$ cat src/rtl/chrx_pkg.sv
package chrx_pkg;

    localparam int CHRX_DATA_W = 8;

    typedef enum logic [1:0] {
        CHRX_SINGLE = 2'b00,
        CHRX_DOUBLE = 2'b01,
        CHRX_QUEUE  = 2'b10,
        CHRX_QUEUE2 = 2'b11
    } chrx_mode_e;

    // number of frames the storage can hold in a given mode
    function automatic int chrx_capacity(chrx_mode_e m, int depth);
        case (m)
            CHRX_SINGLE: return 1;
            CHRX_DOUBLE: return 2;
            default:     return depth + 2;
        endcase
    endfunction

    function automatic logic chrx_uses_buf(chrx_mode_e m);
        return m != CHRX_SINGLE;
    endfunction

    function automatic logic chrx_uses_queue(chrx_mode_e m);
        return m[1];
    endfunction

endpackage

$ cat src/rtl/chrx_fifo.sv
module chrx_fifo #(
    parameter int W     = 8,
    parameter int DEPTH = 4
) (
    input  logic                         clk,
    input  logic                         rst,
    input  logic                         push,
    input  logic                         pop,
    input  logic [W-1:0]                 din,
    output logic [W-1:0]                 head,
    output logic [$clog2(DEPTH+1)-1:0]   count,
    output logic                         empty,
    output logic                         full
);
    localparam int PW = (DEPTH > 1) ? $clog2(DEPTH) : 1;
    localparam int CW = $clog2(DEPTH + 1);

    logic [W-1:0]  mem [DEPTH];
    logic [PW-1:0] wr_q, rd_q;
    logic [CW-1:0] cnt_q;

    function automatic logic [PW-1:0] nxt(logic [PW-1:0] p);
        return (p == PW'(DEPTH - 1)) ? '0 : p + 1'b1;
    endfunction

    always_ff @(posedge clk) begin
        if (rst) begin
            wr_q  <= '0;
            rd_q  <= '0;
            cnt_q <= '0;
        end else begin
            if (push) begin
                mem[wr_q] <= din;
                wr_q      <= nxt(wr_q);
            end
            if (pop) rd_q <= nxt(rd_q);
            cnt_q <= cnt_q + CW'(push) - CW'(pop);
        end
    end

    assign head  = mem[rd_q];
    assign count = cnt_q;
    assign empty = (cnt_q == '0);
    assign full  = (cnt_q == CW'(DEPTH));

    assert_queue_no_push_full_R8: assert property (@(posedge clk) disable iff (rst)
        (push && full) |-> pop);
    assert_queue_no_pop_empty_R9: assert property (@(posedge clk) disable iff (rst)
        pop |-> !empty);

endmodule

$ cat src/rtl/chrx_shifter.sv
module chrx_shifter #(
    parameter int W        = 8,
    parameter int HALF_DIV = 4
) (
    input  logic         clk,
    input  logic         rst,
    input  logic         rx_en,
    input  logic         hold,
    input  logic         rxd,
    output logic         sclk,
    output logic         done,
    output logic [W-1:0] dout
);
    localparam int DW = (HALF_DIV > 1) ? $clog2(HALF_DIV) : 1;
    localparam int BW = $clog2(W);

    logic          active_q, sclk_q;
    logic [DW-1:0] div_q;
    logic [BW-1:0] bit_q;
    logic [W-2:0]  sh_q;
    logic          tick, rise;

    assign tick = active_q && (div_q == DW'(HALF_DIV - 1));
    assign rise = tick && !sclk_q;
    assign done = rise && (bit_q == BW'(W - 1));
    assign dout = {rxd, sh_q};
    assign sclk = sclk_q;

    always_ff @(posedge clk) begin
        if (rst) begin
            active_q <= 1'b0;
            sclk_q   <= 1'b1;
            div_q    <= '0;
            bit_q    <= '0;
            sh_q     <= '0;
        end else if (!active_q) begin
            if (rx_en && !hold) begin
                active_q <= 1'b1;
                sclk_q   <= 1'b0;
                div_q    <= '0;
                bit_q    <= '0;
            end
        end else if (tick) begin
            div_q  <= '0;
            sclk_q <= !sclk_q;
            if (rise) begin
                sh_q  <= {rxd, sh_q[W-2:1]};
                bit_q <= bit_q + 1'b1;
                if (done) active_q <= 1'b0;
            end
        end else begin
            div_q <= div_q + 1'b1;
        end
    end

    assert_held_no_start_R3: assert property (@(posedge clk) disable iff (rst)
        (!active_q && hold) |=> !active_q);
    assert_frame_ends_high_R1: assert property (@(posedge clk) disable iff (rst)
        done |=> (sclk_q && !active_q));
    assert_disabled_no_start_R1: assert property (@(posedge clk) disable iff (rst)
        (!active_q && !rx_en) |=> !active_q);

endmodule

$ cat src/rtl/chrx_store.sv
module chrx_store
    import chrx_pkg::*;
#(
    parameter int W     = 8,
    parameter int DEPTH = 4
) (
    input  logic         clk,
    input  logic         rst,
    input  chrx_mode_e   mode,
    input  logic         done,
    input  logic [W-1:0] din,
    input  logic         rd,
    output logic [W-1:0] rd_data,
    output logic         avail,
    output logic         sr_busy,
    output logic         at_capacity,
    output logic         q_empty,
    output logic         q_full
);
    localparam int FCW = $clog2(DEPTH + 1);
    localparam int TCW = $clog2(DEPTH + 3);

    typedef struct packed {
        logic         full;
        logic [W-1:0] data;
    } stage_t;

    stage_t         sr_q, bf_q;
    logic [W-1:0]   q_head;
    logic [FCW-1:0] q_cnt;
    logic           use_buf, use_q, q_has;
    logic           pop_q, pop_bf, pop_sr, push_q, bf_leave, load_bf;
    logic [TCW-1:0] total;

    always_comb begin
        use_buf  = chrx_uses_buf(mode);
        use_q    = chrx_uses_queue(mode);
        q_has    = use_q && !q_empty;
        pop_q    = rd && q_has;
        pop_bf   = rd && !q_has && bf_q.full;
        pop_sr   = rd && !q_has && !bf_q.full && sr_q.full;
        push_q   = use_q && bf_q.full && !pop_bf && (!q_full || pop_q);
        bf_leave = pop_bf || push_q;
        load_bf  = use_buf && sr_q.full && !pop_sr && (!bf_q.full || bf_leave);
    end

    chrx_fifo #(.W(W), .DEPTH(DEPTH)) u_queue (
        .clk   (clk),
        .rst   (rst),
        .push  (push_q),
        .pop   (pop_q),
        .din   (bf_q.data),
        .head  (q_head),
        .count (q_cnt),
        .empty (q_empty),
        .full  (q_full)
    );

    always_ff @(posedge clk) begin
        if (rst) begin
            sr_q <= '0;
            bf_q <= '0;
        end else begin
            if (done) begin
                sr_q.data <= din;
                sr_q.full <= 1'b1;
            end else if (pop_sr || load_bf) begin
                sr_q.full <= 1'b0;
            end
            if (load_bf) begin
                bf_q.data <= sr_q.data;
                bf_q.full <= 1'b1;
            end else if (bf_leave) begin
                bf_q.full <= 1'b0;
            end
        end
    end

    always_comb begin
        if (q_has)          rd_data = q_head;
        else if (bf_q.full) rd_data = bf_q.data;
        else                rd_data = sr_q.data;
    end

    assign avail       = q_has || bf_q.full || sr_q.full;
    assign sr_busy     = sr_q.full;
    assign total       = TCW'(q_cnt) + TCW'(bf_q.full) + TCW'(sr_q.full);
    assign at_capacity = (total == TCW'(chrx_capacity(mode, DEPTH)));

    assert_no_overwrite_R8: assert property (@(posedge clk) disable iff (rst)
        done |-> !sr_q.full);
    assert_last_read_clears_R6: assert property (@(posedge clk) disable iff (rst)
        (rd && total == TCW'(1) && !done) |=> !avail);
    assert_empty_read_ignored_R9: assert property (@(posedge clk) disable iff (rst)
        (rd && !avail && !done) |=> !avail);

endmodule

$ cat src/rtl/chrx_top.sv
module chrx_top
    import chrx_pkg::*;
#(
    parameter int DATA_W   = CHRX_DATA_W,
    parameter int HALF_DIV = 4,
    parameter int DEPTH    = 4
) (
    input  logic              clk,
    input  logic              rst,
    input  logic [1:0]        mode,
    input  logic              rx_en_set,
    input  logic              halt_on_full,
    input  logic              rd_strobe,
    input  logic              rxd,
    output logic              sclk,
    output logic [DATA_W-1:0] rd_data,
    output logic              data_ready,
    output logic              fifo_empty,
    output logic              fifo_full,
    output logic              rx_en,
    output logic              overrun
);
    chrx_mode_e        mode_e;
    logic              en_q, done, hold, cap_hit;
    logic [DATA_W-1:0] frame;

    assign mode_e = chrx_mode_e'(mode);

    always_ff @(posedge clk) begin
        if (rst)                         en_q <= 1'b0;
        else if (rx_en_set)              en_q <= 1'b1;
        else if (halt_on_full && cap_hit) en_q <= 1'b0;
    end

    chrx_shifter #(.W(DATA_W), .HALF_DIV(HALF_DIV)) u_shift (
        .clk   (clk),
        .rst   (rst),
        .rx_en (en_q),
        .hold  (hold),
        .rxd   (rxd),
        .sclk  (sclk),
        .done  (done),
        .dout  (frame)
    );

    chrx_store #(.W(DATA_W), .DEPTH(DEPTH)) u_store (
        .clk         (clk),
        .rst         (rst),
        .mode        (mode_e),
        .done        (done),
        .din         (frame),
        .rd          (rd_strobe),
        .rd_data     (rd_data),
        .avail       (data_ready),
        .sr_busy     (hold),
        .at_capacity (cap_hit),
        .q_empty     (fifo_empty),
        .q_full      (fifo_full)
    );

    assign rx_en   = en_q;
    assign overrun = 1'b0;

    assert_halt_drops_enable_R7: assert property (@(posedge clk) disable iff (rst)
        (halt_on_full && cap_hit && !rx_en_set) |=> !rx_en);
    assert_full_clock_parked_R1: assert property (@(posedge clk) disable iff (rst)
        (cap_hit && hold) |=> sclk);

endmodule

$ cat config.mk
export PLATFORM = sky130hd
export DESIGN_NAME = chrx_top
export DESIGN_NICKNAME = d
export VERILOG_FILES = /design/src/rtl/chrx_pkg.sv /design/src/rtl/chrx_fifo.sv /design/src/rtl/chrx_shifter.sv /design/src/rtl/chrx_store.sv /design/src/rtl/chrx_top.sv
export SDC_FILE = /design/constraint.sdc
export NUM_CORES = 1
export LEC_CHECK = 0
export ABC_AREA = 0
export BUFFER_PORTS_ARGS = -buffer_cell sky130_fd_sc_hd__buf_2
export CAP_MARGIN = 20
export CORE_AREA = 2 2 87 68
export CTS_BUF_LIST = sky130_fd_sc_hd__clkbuf_4 sky130_fd_sc_hd__clkbuf_8
export CTS_CLUSTER_SIZE = 16
export DETAILED_ROUTE_END_ITERATION = 7
export DIE_AREA = 0 0 89 70
export PLACE_DENSITY_LB_ADDON = 0.3
export SKIP_LAST_GASP = 1
export SYNTH_ARGS = -nofsm -noshare
export SYNTH_HDL_FRONTEND = slang
export SYNTH_SLANG_ARGS = --single-unit
$ cat constraint.sdc
create_clock -name clk -period 2.85 [get_ports clk]
set_input_delay 0.57 -clock clk [delete_from_list [all_inputs] [get_ports clk]]
set_output_delay 0.57 -clock clk [all_outputs]
set_load 0.02 [all_outputs]
After elaboration in Yosys (flattened, before gate mapping)
Memory sizes are Yosys's and may differ from the RTL's. A register that Yosys moved wholly into a read port is not among the register bits.
Cells that the tools add are included.
- $add $sub $neg: 8
- equal/unequal tests: 9
- muxes and demuxes: 31
- reduce and logical (&&, ||, !) cells: 41
- operators by type and width (kind ; count):
    logical AND 1 bit ; 17
    2-to-1 mux 1 bit ; 17
    2-to-1 mux 8 bit ; 2
    2-to-1 mux 2 bit ; 7
    2-to-1 mux 3 bit ; 4
    nonzero test 2 bit ; 5
    adder 3 x 1 -> 3 bit ; 3
    zero test 1 bit ; 8
    adder 2 x 1 -> 2 bit, second input constant ; 3
    == test 2 bit, second input constant ; 3
    == test 3 bit, second input constant ; 2
    logical OR 1 bit ; 6
    one-hot mux 3 bit (2 select lines) ; 1
    AND reduction 3 bit ; 2
    inequality test 2 bit, second input constant ; 2
    adder 3 x 1 -> 3 bit, second input constant ; 1
    == test 3 bit ; 1
    zero test 3 bit ; 1
    subtractor 3 x 1 -> 3 bit ; 1
    == test 2 x 1 -> 1 bit, second input constant ; 1
    zero test 2 bit ; 1
    AND reduction 2 bit ; 1
- register bits after elaboration: 40
- memory bits (writable): 32
- input port bits: 8
- output and inout port bits: 14
- logic and storage cells: 103
- memories kept: 1
- memory list (name ; words ; width ; rd ports ; clocked after Yosys merged registers in ; wr ports ; RTL line ; source):
    u_store.u_queue.mem ; 4 ; 8 ; 1 ; 1 ; 1 ; chrx_fifo.sv:18 ; logic [W-1:0] mem [DEPTH];

Depth between registers and ports, before layout
Gate-level depths: netlist of the first run.
- word-level depth: 15
- depth in mapped cells: 9
- depth with buffers taken out: 8

Modules after synthesis
From an unflattened synthesis of the first run, not the netlist that was laid out.
- cell total of the unflattened synthesis: 272
- area, all modules: 3323.2 µm²
- modules (own cells, without submodules) (module ; instances ; cells an instance ; area each (µm²) ; seq. area each (µm²)):
    chrx_fifo ; 1 ; 86 ; 1617.8 ; 1141.1
    chrx_store ; 1 ; 114 ; 1037.2 ; 360.3
    chrx_shifter ; 1 ; 66 ; 614.3 ; 280.3
    chrx_top ; 1 ; 6 ; 53.8 ; 20.0

Worst setup path after synthesis of the first run
Ideal clock, no wire load.
- path kind: input port to flip-flop
- start point: input port mode[1]
- end point: register u_store.u_queue.cnt_q[2], in the netlist u_store.u_queue.count[2]
- setup time: 0.128 ns
- arrival time: 2.284 ns
- required time: 2.722 ns
- setup slack: 0.439 ns
- cell stages on the path: 9
- buffers on the path: 3
- cell sequence: buf_4 o31a_2 clkbuf_1 clkbuf_1 nand3_1 fa_1 xnor2_1 xnor2_1 nor2_1
- word-level cells in the longest chain between the ends: 9
- elaborated cells on any way between the ends: 12
- those cells by class: add/sub: 2; reduce/logical: 10
- ends and longest elaborated chain (what ; RTL line ; source):
    start, declared ; chrx_top.sv:10 ; input logic [1:0] mode,
    logical AND 1 bit ; chrx_store.sv:38 ; q_has = use_q && !q_empty;
    zero test 1 bit ; chrx_store.sv:40 ; pop_bf = rd && !q_has && bf_q.full;
    logical AND 1 bit (2 in series) ; chrx_store.sv:40 ;
    zero test 1 bit ; chrx_store.sv:42 ; push_q = use_q && bf_q.full && !pop_bf && (!q_full || pop_q);
    logical AND 1 bit (2 in series) ; chrx_store.sv:42 ;
    adder 3 x 1 -> 3 bit ; chrx_fifo.sv:37 ; cnt_q <= cnt_q + CW'(push) - CW'(pop);
    subtractor 3 x 1 -> 3 bit * ; chrx_fifo.sv:37 ;
    end signal, assigned ; chrx_fifo.sv:37 ;
    end, declared ; chrx_fifo.sv:20 ; logic [CW-1:0] cnt_q;
Every way passes the cells marked *; elsewhere a longest branch is shown, timed or not.
A chain may end at the register's enable or synchronous reset.

==> results.py, run 1 <==
metrics = {
    "cts": {
        "cts_root_buf": "clkbuf_8",
        "cts_num_sinks": 74,
        "cts_tree": "done",
        "cts_setup_buffers": 0,
        "worstSkewPairLatency_ns": 0.35,
        "cts_hold_buf": 0,
        "cts-resized-gates": 0,
        "ctsLongestPathBuffers": 2,
        "cts-buffers-inserted": 9,
        "path_clk_slew_ns": 0.08,
        "h-tree-depth": 3,
    },
    "synth": {
        "yosysSeqAreaShare_pct": 55.0,
        "syn_inst": 296,
        "synth_most_common_cell": "nand2_1",
        "yosysWarnings": 0,
        "synth_common_cells": "nand2_1 (46), dfxtp_1 (42), a21oi_1 (34), edfxtp_1 (32), o21ai_0 (13)",
        "synth_nets": 316,
        "yosys_register_bits": 74,
        "ys_types": 42,
        "synth_area_mm2": 0.00328,
        "synthArstFlopShare_pct": 0,
        "yosysTopAreaCell": "edfxtp_1",
        "synth_edf_count": 32,
        "avgSynthCellArea_um2": 11.1,
        "synthFlopType": "dfxtp_1",
        "netlist.area_leader.share_pct": 29.3,
        "netlist_top_cells_area": "edfxtp_1 (29%), dfxtp_1 (26%), mux4_2 (5.5%), nand2_1 (5.3%), a21oi_1 (5.2%)",
    },
    "worst_setup_path": {
        "critPathSlowestCell": "dfxtp_1",
        "path_depth": 4,
        "critPathRequiredTime_ns": 2.28,
        "worst-path-buf-inv": 1,
        "critPathMaxFanout": 8,
        "endpoint": "rd_data[2]",
        "cp.arrival_ns": 1.99,
        "cp-start-kind": "flip-flop",
        "ff2ff_setup_slack_ns": 0.58,
        "rr_startpoint": "u_store.u_queue.count[2]",
        "path_class": "flip-flop to output port",
        "cpPeakStageDelay_ns": 0.68,
        "cp_top_family": "flip-flops",
        "rr_endpoint": "u_store.u_queue.count[2]",
        "cp_cell_sequence": "mux4_2 -> nand2_1 -> o21ai_0 -> buf_2",
        "end_kind": "output port",
        "r2r_cells": 8,
    },
    "pwr": {
        "peakVddDrop_v": 0.000294,
        "cellLeakagePower_uw": 0.00134,
        "p_comb_share_pct": 12.5,
        "p_sw_share_pct": 25.0,
        "p_total_uw": 2460,
        "pwr-share-clk_pct": 40.0,
        "pwr-share-seq_pct": 47.4,
        "p_switching_uw": 615,
        "p_int_uw": 1840,
        "power_density_mw_per_mm2": 674,
    },
    "sta": {
        "finalHoldViolations": 0,
        "worstMarginPinSlew_ns": 0.564,
        "fmax_ghz": 0.391,
        "relSlewSlack_pct": 62.4,
        "fin_ws_ns": 0.292,
        "fin_crit_ns": 2.56,
        "drv_slew": 0,
        "finalCritPeriodShare_pct": 89.8,
        "fin_tns_setup_ns": 0,
        "clock_skew_ns": 0.00830,
        "setup_violations": 0,
        "rsz0062_at_grt": "false",
    },
    "routing": {
        "drt_iter0_drc": 124,
        "drtAntennaViolNets": 0,
        "firstDrtPassIters": 4,
        "drc": 0,
        "wl_per_cell_um": 15.5,
        "vias_per_cell": 5.48,
        "vias": 2165,
        "finalWirelength_um": 6110,
    },
    "cells_and_area": {
        "antenna_cells": 0,
        "drive_above_1_share_pct": 18.9,
        "fin_cells": 395,
        "final_area_mm2": 0.00365,
        "fin_nets": 332,
        "area_delta_synth_final_pct": 11.2,
    },
    "die": {
        "placementRows": 24,
        "die_h_um": 70,
        "die_area_mm2": 0.00623,
        "start_util_pct": 59.3,
        "placeableCoreArea_mm2": 0.00553,
        "ios": 22,
        "fp.dieW_um": 89,
    },
    "job": {
        "maxCapViolCount": 0,
    },
    "outcome": {
        "status": "finished, final reports clean",
    },
    "global_route": {
        "grt_overflow_total": 0,
        "antenna_found_initial": 0,
        "grt_usage_pct": 22.0,
        "grt_max_degree": 41,
        "grt_pass1_wl_um": 10300,
        "grt_pass1_vias": 2072,
    },
    "worst_hold_path": {
        "min_path_type": "flip-flop to flip-flop",
    },
    "place": {
        "gp_congestion": 0.810,
        "portBuffers": 20,
        "placement.cell_area_mm2": 0.00340,
        "dpl_worst_slack_ns": 0.339,
        "place.detailed.hpwl_um": 4120,
        "dp_cells": 379,
    },
}
==> cells in the final DEF, fill, tap and decap left out, types with 3 or more instances in the layout <==
cell type  Yosys  routed
inv_1         10      10
clkbuf_8       0       9
nand3b_1       3       3
o21ai_0       13      13
mux4_2         8       8
xnor2_1        4       4
a22oi_1        3       3
edfxtp_1      32      32
a21oi_1       34      34
or3_1          3       3
buf_2          1      20
and2_1         5       5
a211oi_1       3       3
ha_1          10      10
nand2_1       46      46
nand2b_1       6       6
buf_4          2       3
dfxtp_1       42      42
o21ai_1        4       4
bufinv_16      0       3
nor2_1        12      12
or3b_2         7       7
nor3_1         3       3
mux2i_1       10      10
==> worst min path at each step <==
stage / from / to / slack (ns) / cells after the start
finish: u_shift.sh_q[0] / u_store.sr_q[0] / 0.46 / 2
global route: u_shift.sh_q[0] / u_store.sr_q[0] / 0.48 / 2
CTS: u_shift.sh_q[0] / u_store.sr_q[0] / 0.46 / 2
detailed placement: u_shift.sh_q[0] / u_store.sr_q[0] / 0.45 / 2
global placement: u_shift.sh_q[0] / u_shift.sh_q[0] / 0.45 / 2
floorplan: u_shift.sh_q[0] / u_store.sr_q[0] / 0.43 / 2
==> state kept, by name (all words and copies together) (netlist names), 3 cells and up, named ones only <==
register and flops:
u_shift.bit_q 3, u_shift.sh_q 7, u_store.bf_q 9, u_store.sr_q 8, u_store.u_queue.count 3, u_store.u_queue.mem 32
==> worst register-to-register path: cells and delay by family, from the launching register on <==
kind	cells	cell delay, ns
adders and majority gates	2	0.60
DFF	1	0.50
xor gates and xnor gates	3	0.45
AOI/OAI and AO/OA	1	0.39
muxes	1	0.15
and+or+nand+nor	1	0.05
==> power groups by stage <==
| stage | registers [uW] | clock network (uW) | logic [uW] |
|---|---|---|---|
| 2_1_floorplan | 1160 | 0 | 267 |
| 4_1_cts | 1170 | 994 | 309 |
| 6_report | 1170 | 984 | 307 |
| 5_1_grt | 1170 | 1040 | 339 |
| 3_5_place_dp | 1190 | 0 | 307 |
| 3_3_place_gp | 1190 | 0 | 300 |
==> cell type report <==
class / count / area [um^2]
clock buffers: 10 / 131
clock inverters: 6 / 115
fillers: 451 / 1880
inverters: 10 / 37.5
multi-input cells: 194 / 1340
flip-flops and latches: 74 / 1800
well taps: 78 / 97.6
repair buffers: 23 / 123
==> through the flow <==
stage | hold slack, ns | util (%)
after global routing | 0.477 | 66.0
after global placement | 0.447 | 61.5
after CTS | 0.461 | 66.0
final | 0.462 | 66.0
after detailed placement | 0.450 | 61.5
after floorplan | 0.432 | -
==> cell families (layout without fill, tap and decap cells) <==
logic type / after synthesis / in the layout / share of synthesized area (%)
AND/OR/NAND/NOR: 95 / 95 / 14.6
flip-flops: 74 / 74 / 55.0
AO/OA/AOI/OAI: 64 / 64 / 11.5
buffers and inverters: 28 / 49 / 4.16
multiplexers: 18 / 18 / 8.55
adder cells (fa/ha/maj): 12 / 12 / 5.04
XOR/XNOR: 4 / 4 / 1.07
other: 1 / 1 / 0.114
==> routing by layer <==
layer / track usage [%] / vias to the layer above / routed length (um)
met5: 0 / - / 0
met4: 6.47 / 0 / 67
met3: 6.74 / 11 / 298
met2: 32.6 / 53 / 2790
met1: 31.3 / 1023 / 2960
li1: - / 1078 / -
No activity file was read; power rests on OpenSTA's default activity.
==> run 2: changes to the inputs <==
==> constraint.sdc (replaced) <==
create_clock -name clk -period 2.75 [get_ports clk]
set_input_delay 0.55 -clock clk [delete_from_list [all_inputs] [get_ports clk]]
set_output_delay 0.55 -clock clk [all_outputs]
set_load 0.02 [all_outputs]
==> run 2 against run 1 <==
  * First-iteration DRC count up 19%
  * Sequential share of layout area increased by 0.29 points
  * Cell area fell by 0.58%
  * Combinational power rose by 8.1%
  * Register-to-register slack worse by 0.04 ns
  * Cell count is 0.25% higher
  * Non-clock buffer count is 1 higher
  * Critical path depth is the same
  * Largest cell class unchanged
  * Sequential cell count unchanged
  * Routed wire length is 1.2% higher
  * Largest power group unchanged
==> results.py, run 2 (same netlist as run 1, synthesis figures left out) <==
metrics = {
    "cells_and_area": {
        "regMostFlops": "u_store.u_queue.mem",
        "top_regs": "u_store.u_queue.mem (32), u_store.bf_q (9), u_store.sr_q (8)",
        "final_cell_mix": "nand2_1 (46), dfxtp_1 (42), a21oi_1 (34), edfxtp_1 (32), buf_2 (20)",
        "area_delta_synth_final_pct": 10.6,
        "fin_cells": 396,
        "fin_nets": 333,
        "largest_register_ffs": 32,
        "fillCellCount": 448,
        "drive_above_1_share_pct": 18.9,
        "final_common_cell": "nand2_1",
        "final_area_mm2": 0.00362,
        "seqCellArea_mm2": 0.00180,
        "multi_input_area_mm2": 0.00134,
        "antenna_cells": 0,
    },
    "die": {
        "die_area_mm2": 0.00623,
        "fp.dieW_um": 89,
        "ios": 22,
        "placeableCoreArea_mm2": 0.00553,
        "start_util_pct": 59.3,
        "die_h_um": 70,
        "placementRows": 24,
    },
    "sta": {
        "clock_skew_ns": 0.00689,
        "rsz0062_at_grt": "false",
        "drv_slew": 0,
        "finalCritPeriodShare_pct": 87.5,
        "relSlewSlack_pct": 57.6,
        "fin_crit_ns": 2.41,
        "fin_tns_setup_ns": 0,
        "worstMarginPinSlew_ns": 0.636,
        "setup_violations": 0,
        "finalHoldViolations": 0,
        "fmax_ghz": 0.416,
    },
    "pwr": {
        "pwr-share-seq_pct": 49.2,
        "peakVddDrop_v": 0.000298,
        "p_total_uw": 2440,
        "p_switching_uw": 629,
        "p_comb_share_pct": 13.6,
        "pwr-share-clk_pct": 37.2,
        "power_density_mw_per_mm2": 672,
        "p_sw_share_pct": 25.8,
        "p_int_uw": 1810,
        "cellLeakagePower_uw": 0.00133,
    },
    "global_route": {
        "grt_pass1_vias": 2097,
        "antenna_found_initial": 0,
        "grt_overflow_total": 0,
        "grt_pass1_wl_um": 10100,
        "grt_usage_pct": 21.8,
        "grt_max_degree": 41,
    },
    "routing": {
        "finalWirelength_um": 6180,
        "drtAntennaViolNets": 0,
        "wl_per_cell_um": 15.6,
        "vias": 2200,
        "firstDrtPassIters": 4,
        "drc": 0,
        "vias_per_cell": 5.56,
        "drt_iter0_drc": 148,
    },
    "worst_setup_path": {
        "critPathRequiredTime_ns": 2.20,
        "endpoint": "data_ready",
        "rr_endpoint": "u_store.u_queue.count[2]",
        "rr_startpoint": "u_store.u_queue.count[2]",
        "r2r_cells": 8,
        "cp-start-kind": "flip-flop",
        "ff2ff_setup_slack_ns": 0.54,
        "end_kind": "output port",
        "path_class": "flip-flop to output port",
        "critPathMaxFanout": 21,
        "startpoint": "u_store.u_queue.count[2]",
        "cp.arrival_ns": 1.86,
    },
    "cts": {
        "cts-resized-gates": 0,
        "h-tree-depth": 3,
        "cts-buffers-inserted": 9,
        "cts_root_buf": "clkbuf_8",
        "worstSkewPairLatency_ns": 0.34,
        "cts_setup_buffers": 0,
        "cts_num_sinks": 74,
        "cts_tree": "done",
        "path_clk_slew_ns": 0.08,
        "cts_hold_buf": 0,
        "ctsLongestPathBuffers": 2,
    },
    "place": {
        "dp_cells": 380,
        "portBuffers": 20,
        "placement.cell_area_mm2": 0.00341,
        "gp_congestion": 0.769,
        "place.detailed.hpwl_um": 4100,
    },
    "worst_hold_path": {
        "min_path_type": "flip-flop to flip-flop",
    },
    "job": {
        "maxCapViolCount": 0,
    },
    "outcome": {
        "status": "finished, final reports clean",
    },
}
==> run 2: changes by cell type in the layout (fill, tap and decap cells not counted), sizes merged <==
cell    before  now
clkinv       2    4
clkbuf      10    9
bufinv       3    2
buf         23   24
==> run 2: worst min path at each step <==
stage	startpoint	slack, ns	endpoint	depth (start not counted)
after detailed placement	u_shift.sh_q[0]	0.45	u_store.sr_q[0]	2
after floorplan	u_shift.sh_q[0]	0.43	u_store.sr_q[0]	2
after global routing	rxd	0.46	u_store.sr_q[7]	3
after global placement	u_shift.sh_q[0]	0.45	u_shift.sh_q[0]	2
final	u_shift.sh_q[0]	0.46	u_shift.sh_q[0]	2
after CTS	rxd	0.44	u_shift.sh_q[6]	3
==> run 2: critical path: stages (launching register included) <==
cell and delay (ns):
dfxtp_1 0.40, o31a_2 0.38, buf_4 0.21, or3_1 0.34, buf_2 0.17
==> run 2: stage by stage <==
step	hold slack (ns)	util (%)	setup WS, ns
2_1_floorplan	0.432	-	0.359
3_5_place_dp	0.455	61.7	0.299
6_report	0.464	65.6	0.344
4_1_cts	0.444	65.6	0.331
3_3_place_gp	0.445	61.7	0.353
5_1_grt	0.458	65.6	0.274
==> run 2: power groups by stage <==
stage	Clock (uW)	Combinational, uW	Sequential (uW)
after CTS	924	333	1200
after detailed placement	0	332	1220
after global placement	0	326	1220
final	905	332	1200
after global routing	966	366	1200
after floorplan	0	277	1200
==> run 2: per-layer routing <==
layer,vias up,GRT usage [%],share of wire (%)
li1,1080,-,-
met1,1047,31.3,47
met2,67,30.9,46
met3,6,7.68,6.2
met4,0,7.30,1.0
met5,-,0,0
==> run 2: layout make-up <==
class                   count  area share (%)
flip-flops and latches     74            49.7
multi-input cells         194            37.0
repair buffers             24            3.59
clock buffers               9            3.42
well taps                  78            2.69
clock inverters             7            2.59
inverters                  10            1.04
==> run 3: changes to the inputs <==
--- a/config.mk
+++ b/config.mk
@@ -8,11 +8,14 @@
 export ABC_AREA = 0
 export BUFFER_PORTS_ARGS = -buffer_cell sky130_fd_sc_hd__buf_2
 export CAP_MARGIN = 20
-export CORE_AREA = 2 2 87 68
+export CELL_PAD_IN_SITES_DETAIL_PLACEMENT = 2
+export CELL_PAD_IN_SITES_GLOBAL_PLACEMENT = 2
+export CORE_AREA = 2 2 106 82
 export CTS_BUF_LIST = sky130_fd_sc_hd__clkbuf_4 sky130_fd_sc_hd__clkbuf_8
 export CTS_CLUSTER_SIZE = 16
 export DETAILED_ROUTE_END_ITERATION = 7
-export DIE_AREA = 0 0 89 70
+export DIE_AREA = 0 0 108 84
+export HOLD_SLACK_MARGIN = 0.08
 export PLACE_DENSITY_LB_ADDON = 0.3
 export SKIP_LAST_GASP = 1
 export SYNTH_ARGS = -nofsm -noshare
==> run 3 against run 2 <==
  * Non-clock buffer count unchanged
  * Largest power group unchanged
  * Hold slack worse by 0.0069 ns
  * Global-route usage decreased by 2.8 points
  * Clock power fell by 9.4%
  * Combinational power grew 3%
  * First-iteration DRC count down 56%
  * Register-to-register slack worse by 0.05 ns
  * Clock skew up 0.0047 ns
  * Maximum frequency fell by 1.1%
  * Power down 3.1%
  * Setup slack lost 0.028 ns
==> results.py, run 3 (same netlist as run 1, synthesis figures left out) <==
metrics = {
    "cts": {
        "cts_hold_buf": 0,
        "path_clk_slew_ns": 0.08,
        "cts_num_sinks": 74,
        "cts-resized-gates": 0,
        "ctsLongestPathBuffers": 2,
        "cts_setup_buffers": 0,
        "worstSkewPairLatency_ns": 0.35,
        "cts-buffers-inserted": 9,
        "h-tree-depth": 3,
        "cts_tree": "done",
        "cts_root_buf": "clkbuf_8",
    },
    "sta": {
        "relSlewSlack_pct": 60.5,
        "rsz0062_at_grt": "false",
        "finalCritPeriodShare_pct": 88.5,
        "worstMarginPinSlew_ns": 0.592,
        "fin_tns_setup_ns": 0,
        "finalHoldViolations": 0,
        "setup_violations": 0,
        "drv_slew": 0,
        "clock_skew_ns": 0.0116,
        "hold-worst-slack_ns": 0.457,
        "fin_crit_ns": 2.43,
        "fmax_ghz": 0.411,
    },
    "worst_setup_path": {
        "critPathMaxFanout": 21,
        "critPathRequiredTime_ns": 2.20,
        "path_class": "flip-flop to output port",
        "cp-start-kind": "flip-flop",
        "cp.arrival_ns": 1.88,
        "end_kind": "output port",
        "ff2ff_setup_slack_ns": 0.49,
    },
    "place": {
        "portBuffers": 20,
        "gp_congestion": 0.736,
        "place.detailed.hpwl_um": 5540,
    },
    "global_route": {
        "grt_usage_pct": 18.9,
        "grt_pass1_vias": 2542,
        "top_usage_layer": "met2",
        "grt_pass1_wl_um": 13000,
        "gr-usage-met1_pct": 23.6,
        "grt_max_degree": 41,
        "grt_util_met3_pct": 6.01,
        "grt_overflow_total": 0,
        "grt_util_met2_pct": 32.1,
        "antenna_found_initial": 0,
    },
    "die": {
        "fp.dieW_um": 108,
        "placementRows": 29,
        "start_util_pct": 40.2,
        "die_area_mm2": 0.00907,
        "ios": 22,
        "die_h_um": 84,
        "placeableCoreArea_mm2": 0.00816,
    },
    "cells_and_area": {
        "final_cell_mix": "nand2_1 (46), dfxtp_1 (42), a21oi_1 (34), edfxtp_1 (32), buf_2 (20)",
        "seqCellArea_mm2": 0.00180,
        "multi_input_area_mm2": 0.00134,
        "final_common_cell": "nand2_1",
        "drive_above_1_share_pct": 19.2,
        "largest_register_ffs": 32,
        "top_regs": "u_store.u_queue.mem (32), u_store.bf_q (9), u_store.sr_q (8)",
        "regMostFlops": "u_store.u_queue.mem",
        "fillCellCount": 855,
        "fin_nets": 333,
        "antenna_cells": 0,
        "area_delta_synth_final_pct": 11.0,
    },
    "routing": {
        "drc": 0,
        "finalWirelength_um": 7810,
        "firstDrtPassIters": 4,
        "vias": 2248,
        "wl_per_cell_um": 18.3,
        "drtAntennaViolNets": 0,
        "drt_iter0_drc": 65,
        "vias_per_cell": 5.28,
    },
    "pwr": {
        "peakVddDrop_v": 0.000321,
        "cellLeakagePower_uw": 0.00132,
        "power_density_mw_per_mm2": 649,
    },
    "outcome": {
        "status": "finished, final reports clean",
    },
    "job": {
        "maxCapViolCount": 0,
    },
    "worst_hold_path": {
        "min_path_type": "input port to flip-flop",
    },
}
run 3: per-layer routing:
| metal | vias to the layer above | part of all wire (%) | routed length (um) |
|---|---|---|---|
| li1 | 1078 | - | - |
| met1 | 1142 | 46 | 3580 |
| met2 | 23 | 51 | 3970 |
| met3 | 5 | 2.7 | 208 |
| met4 | 0 | 0.68 | 53 |
| met5 | - | 0 | 0 |
run 3: per-stage QoR:
step	cells	cell area [um^2]	setup slack (ns)	total power, uW	utilization [%]
after floorplan	296	3280	0.359	1480	-
after global placement	410	3440	0.320	1550	42.2
after detailed placement	410	3440	0.233	1570	42.2
after CTS	426	3640	0.307	2390	44.6
after global routing	426	3640	0.226	2480	44.6
final	426	3640	0.317	2360	44.6
run 3: worst max-delay path, stage by stage, from the launching register on:
cell and delay, ns:
dfxtp_1 0.41, o31a_2 0.39, buf_4 0.21, or3_1 0.34
buf_2 0.17
run 3: where the power goes:
part | leakage (uW) | switching, uW | total, uW | internal, uW
combinational | 0.000535 | 203 | 341 | 138
sequential | 0.000691 | 40.7 | 1200 | 1160
clock | 0.0000984 | 467 | 820 | 353
total | 0.00132 | 711 | 2360 | 1650
run 3: worst paths after layout:
path                       startpoint                       end  depth (start not counted)
min reg2reg           u_shift.sh_q[0]           u_shift.sh_q[0]                          2
max reg2reg  u_store.u_queue.count[2]  u_store.u_queue.count[2]                          8
max          u_store.u_queue.count[2]                data_ready                          4
min                               rxd           u_store.sr_q[7]                          3
run 3: layout make-up:
cell class                 count  area share, %
multi-input combinational    194           36.8
timing repair buffer          24           3.58
inverter                      10           1.03
tap                          108           3.72
clock buffer                   9           3.41
clock inverter                 7           1.89
sequential                    74           49.5
